===== src/rtl/egress_pkg.sv =====
package egress_pkg;
    typedef enum logic [1:0] {
        ST_IDLE = 2'd0,
        ST_BODY = 2'd1,
        ST_HOLD = 2'd2
    } tx_state_e;
endpackage


===== src/rtl/egress_drain_ctr.sv =====
module egress_drain_ctr #(
    parameter int LIMIT = 4
) (
    input  logic clk,
    input  logic rst,
    input  logic rx_avail,
    input  logic word_go,
    input  logic pkt_end,
    output logic may_send
);
    localparam int CW = $clog2(LIMIT + 1);

    logic [CW-1:0] cnt_q;

    // Counts words sent while the receiver is withdrawn; cleared on readiness or packet end.
    always_ff @(posedge clk) begin
        if (rst || rx_avail || (word_go && pkt_end)) begin
            cnt_q <= '0;
        end else if (word_go) begin
            cnt_q <= cnt_q + 1'b1;
        end
    end

    always_comb begin
        may_send = rx_avail || (cnt_q < CW'(LIMIT));
    end

    assert_drain_cap_R7: assert property (@(posedge clk) disable iff (rst)
        cnt_q <= CW'(LIMIT));

    assert_no_word_past_limit_R7: assert property (@(posedge clk) disable iff (rst)
        (!rx_avail && cnt_q == CW'(LIMIT)) |-> !word_go);
endmodule


===== src/rtl/egress_seq_fsm.sv =====
module egress_seq_fsm
    import egress_pkg::*;
(
    input  logic clk,
    input  logic rst,
    input  logic rx_avail,
    input  logic src_ready,
    input  logic src_last,
    input  logic may_send,
    output logic word_go,
    output logic first_word
);
    tx_state_e state_q;
    tx_state_e state_d;

    // State register
    always_ff @(posedge clk) begin
        if (rst) begin
            state_q <= ST_IDLE;
        end else begin
            state_q <= state_d;
        end
    end

    // Next state
    always_comb begin
        state_d = state_q;
        unique case (state_q)
            ST_IDLE: begin
                if (rx_avail && src_ready) begin
                    state_d = src_last ? ST_IDLE : ST_BODY;
                end
            end
            ST_BODY, ST_HOLD: begin
                if (may_send) begin
                    state_d = src_last ? ST_IDLE : ST_BODY;
                end else begin
                    state_d = ST_HOLD;
                end
            end
            default: state_d = ST_IDLE;
        endcase
    end

    // Outputs
    always_comb begin
        word_go    = 1'b0;
        first_word = 1'b0;
        unique case (state_q)
            ST_IDLE: begin
                word_go    = rx_avail && src_ready && !rst;
                first_word = word_go;
            end
            ST_BODY, ST_HOLD: begin
                word_go = may_send && !rst;
            end
            default: begin
                word_go    = 1'b0;
                first_word = 1'b0;
            end
        endcase
    end

    assert_start_needs_both_R2: assert property (@(posedge clk) disable iff (rst)
        first_word |-> (rx_avail && src_ready));

    assert_hold_is_blocked_R7: assert property (@(posedge clk) disable iff (rst)
        (state_q == ST_HOLD) |-> $past(!may_send));
endmodule


===== src/rtl/egress_parity.sv =====
module egress_parity #(
    parameter int W = 32
) (
    input  logic [W-1:0] data,
    input  logic         en,
    output logic         par
);
    always_comb begin
        par = en ? ~(^data) : 1'b0;
    end
endmodule


===== src/rtl/egress_out_reg.sv =====
module egress_out_reg #(
    parameter int W = 32
) (
    input  logic         clk,
    input  logic         rst,
    input  logic         word_go,
    input  logic         first_word,
    input  logic [W-1:0] word_in,
    input  logic         par_in,
    input  logic         par_en,
    output logic [W-1:0] tx_data,
    output logic         tx_par,
    output logic         tx_sop,
    output logic         tx_en
);
    always_ff @(posedge clk) begin
        if (rst) begin
            tx_data <= '0;
            tx_par  <= 1'b0;
            tx_sop  <= 1'b0;
            tx_en   <= 1'b0;
        end else begin
            tx_en   <= word_go;
            tx_sop  <= word_go && first_word;
            tx_data <= word_go ? word_in : '0;
            tx_par  <= word_go ? par_in : 1'b0;
        end
    end

    assert_sop_with_en_R3: assert property (@(posedge clk) disable iff (rst)
        tx_sop |-> tx_en);

    assert_odd_parity_R5: assert property (@(posedge clk) disable iff (rst)
        (tx_en && $past(par_en)) |-> (^{tx_data, tx_par}) == 1'b1);

    assert_parity_off_R6: assert property (@(posedge clk) disable iff (rst)
        !$past(par_en) |-> !tx_par);
endmodule


===== src/rtl/pkt_egress_tx.sv =====
module pkt_egress_tx #(
    parameter int DATA_W      = 32,
    parameter int DRAIN_WORDS = 4
) (
    input  logic              clk,
    input  logic              rst,
    input  logic              par_en,
    input  logic              rx_avail,
    input  logic              src_ready,
    input  logic [DATA_W-1:0] src_word,
    input  logic              src_last,
    output logic              src_pop,
    output logic [DATA_W-1:0] tx_data,
    output logic              tx_par,
    output logic              tx_sop,
    output logic              tx_en
);
    logic may_send;
    logic word_go;
    logic first_word;
    logic par_bit;

    egress_drain_ctr #(.LIMIT(DRAIN_WORDS)) u_drain (
        .clk      (clk),
        .rst      (rst),
        .rx_avail (rx_avail),
        .word_go  (word_go),
        .pkt_end  (src_last),
        .may_send (may_send)
    );

    egress_seq_fsm u_fsm (
        .clk        (clk),
        .rst        (rst),
        .rx_avail   (rx_avail),
        .src_ready  (src_ready),
        .src_last   (src_last),
        .may_send   (may_send),
        .word_go    (word_go),
        .first_word (first_word)
    );

    egress_parity #(.W(DATA_W)) u_par (
        .data (src_word),
        .en   (par_en),
        .par  (par_bit)
    );

    egress_out_reg #(.W(DATA_W)) u_out (
        .clk        (clk),
        .rst        (rst),
        .word_go    (word_go),
        .first_word (first_word),
        .word_in    (src_word),
        .par_in     (par_bit),
        .par_en     (par_en),
        .tx_data    (tx_data),
        .tx_par     (tx_par),
        .tx_sop     (tx_sop),
        .tx_en      (tx_en)
    );

    always_comb begin
        src_pop = word_go;
    end

    assert_pop_then_word_R4: assert property (@(posedge clk) disable iff (rst)
        src_pop |=> (tx_en && tx_data == $past(src_word)));
endmodule


===== config.mk =====
export PLATFORM = sky130hd
export DESIGN_NAME = pkt_egress_tx
export DESIGN_NICKNAME = d
export VERILOG_FILES = /design/src/rtl/egress_pkg.sv /design/src/rtl/egress_drain_ctr.sv /design/src/rtl/egress_seq_fsm.sv /design/src/rtl/egress_parity.sv /design/src/rtl/egress_out_reg.sv /design/src/rtl/pkt_egress_tx.sv
export SDC_FILE = /design/constraint.sdc
export NUM_CORES = 1
export LEC_CHECK = 0
export BUFFER_PORTS_ARGS = -buffer_cell sky130_fd_sc_hd__buf_2
export CORE_ASPECT_RATIO = 0.6
export CORE_MARGIN = 2
export CORE_UTILIZATION = 40
export CTS_CLUSTER_DIAMETER = 80
export DETAILED_ROUTE_END_ITERATION = 12
export GPL_ROUTABILITY_DRIVEN = 0
export GPL_TIMING_DRIVEN = 0
export PLACE_DENSITY = 0.78
export SLEW_MARGIN = 10
export SYNTH_ARGS = -nofsm -noshare
export SYNTH_HDL_FRONTEND = slang
export SYNTH_SLANG_ARGS = --single-unit

===== constraint.sdc =====
create_clock -name clk -period 4.4 [get_ports clk]
set_input_delay 0.22 -clock clk [delete_from_list [all_inputs] [get_ports clk]]
set_output_delay 0.22 -clock clk [all_outputs]
set_load 0.01 [all_outputs]

==> results.yml <==
critical_path:
  worstPathArrival_ns: 1.74
  endpoint_kind: "output port"
  reg2reg_depth: 7
  cp_max_fo: 10
  required_ns: 4.18
  start_kind: "flip-flop"
  worstSetupPathType: "reg -> out"
power:
  p_switching_w: 0.000192
  max-vdd-ir-drop_v: 0.000243
  p_leak_nw: 0.985
  switching_share_pct: 22.6
  internal_power_w: 0.000657
  p_total_w: 0.000849
  p_comb_share_pct: 17.4
  p_seq_share_pct: 44.9
  power_frac_clock_pct: 37.7
  power_density_nw_per_um2: 417
sta:
  drv_slew: 0
  tightest_slew_ns: 0.351
  fin_crit_ns: 1.96
  fmax_mhz: 509
  rsz0062_at_grt: "no"
  layout_worst_path_cycle_share_pct: 44.6
  hold_viol: 0
  finalClockSkew_ns: 0.00480
  setup_viol: 0
  maxSlewHeadroom_pct: 76.6
  fin_hold_ws_ns: 0.156
  postLayoutSetupSlackWorst_ns: 2.44
  finalSetupTns_ns: 0
clocking:
  cts_tree: "built"
  holdBufCountCts: 0
  root_buffer: "clkbuf_8"
  cts_resized: 0
  insertion_delay_ns: 0.28
  clock-sinks: 40
  numCtsBuffers: 5
  htreeDepth: 2
  clockBufferDepth: 2
  postCtsSetupBuffers: 0
  clk_pin_slew_worst_paths_ns: 0.08
place:
  portBuffers: 72
  dp_hpwl_mm: 2.18
  dp.cells: 256
  pre_cts_ws_ns: 2.69
route:
  routedWlPerCell_um: 10.6
  drt_iter0_drc: 10
  viasPerCell: 4.31
  drc: 0
  postRouteAntennaNets: 0
  vias: 1139
  drtPass1Iterations: 2
  drt-total-wl_mm: 2.79
hold_path:
  worstHoldPathCells: 2
  hold_class: "in -> reg"
synthesis:
  synth_top_area_share_pct: 53.8
  synthCells: 137
  syn_nets: 178
  ys_ff_latch: 40
  synth.distinct_cells: 24
  syn_area_um2: 1490
  synth_area_leaders: "dfxtp_1 54%, xnor2_1 16%, and2_1 13%"
  yosysTopAreaCell: "dfxtp_1"
  ys_seq_area_share_pct: 53.8
  ys_warn_count: 0
  syn_area_per_cell_um2: 10.9
  synth_edf_count: 0
  async_reset_ff_share_pct: 0
  synth-main-ff-cell: "dfxtp_1"
global_routing:
  met1_usage_pct: 17.2
  top_usage_layer: "met2"
  antenna_found_initial: 0
  grt_max_degree: 13
  grt_pass1_wl_mm: 4.33
  grt_pass1_vias: 1025
  overflow: 0
  grt_usage_pct: 14.0
  grt.met3_usage_pct: 7.60
  use_met2_pct: 20.0
status:
  status: "finished, final reports clean"
finish:
  syn_to_final_growth_pct: 36.7
  seq_area_um2: 801
  final_nets: 257
  instances_no_fill: 264
  layout.cells.most_common: "buf_2"
  drive_gt1_share_pct: 39.6
  multi_input_area_um2: 649
  antenna_cells: 0
  fillers: 342
  mostFrequentLayoutCells: "73 x buf_2, 40 x dfxtp_1, 31 x and2_1, 27 x xnor2_1, 7 x clkbuf_8"
die:
  row_count: 17
  die_x_um: 82.7
  ios: 74
  die_h_um: 51.2
  start_util_pct: 41.1
  dieArea_um2: 4240
  coreArea_um2: 3620
flow_run:
  drv_cap: 0
==> path summary, 6_finish.rpt <==
kind	from	endpoint	slack (ns)
setup / recovery	u_fsm.state_q[0]	src_pop	2.44
hold / removal	src_word[25]	u_out.tx_data[25]	0.16
setup reg to reg	u_fsm.state_q[0]	u_out.tx_data[6]	2.70
hold reg to reg	u_fsm.state_q[1]	u_fsm.state_q[1]	0.54
==> logic make-up (layout without fill, tap and decap cells) <==
group           Yosys count  in the layout  synth area share, %
fa+ha+maj                 3              3                 2.52
simple gates             46             46                 18.3
compound gates            8              8                 3.87
buf+inv                   8             88                 2.52
flops                    40             40                 53.8
mux                       1              1                0.673
xor+xnor                 31             31                 18.3
==> flip-flops by register name, indices dropped and copies added, names as in the netlist <==
| name | count |
|---|---|
| u_drain.cnt_q | 3 |
| u_out.tx_en | 1 |
| u_fsm.state_q | 2 |
| u_out.tx_par | 1 |
| u_out.tx_data | 32 |
| u_out.tx_sop | 1 |
==> worst max-delay path: stages (launching register included) <==
cell,delay [ns]
dfxtp_1,0.33
inv_1,0.06
ha_1,0.25
nand3_1,0.16
a211oi_2,0.28
buf_2,0.23
buf_2,0.15
==> cells in the mapped netlist, types with 2 or more instances <==
cell type,count
clkbuf_2,2
ha_1,3
inv_1,3
a31oi_1,4
nand2_1,2
and2_1,31
a211oi_1,2
dfxtp_1,40
xor2_1,4
nor3_1,5
nor2_1,2
xnor2_1,27
==> per-layer routing <==
| metal | wire length (um) | vias up |
|---|---|---|
| li1 | - | 588 |
| met1 | 1300 | 500 |
| met2 | 1120 | 46 |
| met3 | 326 | 5 |
| met4 | 43 | 0 |
| met5 | 0 | - |
==> layout make-up <==
class	instances	share of cell area [%]
inverters	3	0.554
plain buffers	5	1.29
clock inverters	1	1.48
clock buffers	7	4.74
flip-flops and latches	40	39.4
multi-input cells	89	31.9
well taps	47	2.89
repair buffers	72	17.7
==> power by group through the flow <==
stage	clock network, W	registers [W]	logic (W)
after detailed placement	0	0.000389	0.000150
after global routing	0.000347	0.000383	0.000164
final	0.000320	0.000381	0.000148
after global placement	0	0.000389	0.000149
after CTS	0.000332	0.000381	0.000151
after floorplan	0	0.000398	0.0000924
==> stage by stage <==
stage	utilization [%]	area, um2
6_report	56.2	2030
3_5_place_dp	52.7	1910
3_3_place_gp	52.7	1910
5_1_grt	56.2	2030
2_1_floorplan	-	1490
4_1_cts	56.2	2030
(Power assumes the default switching activity.)
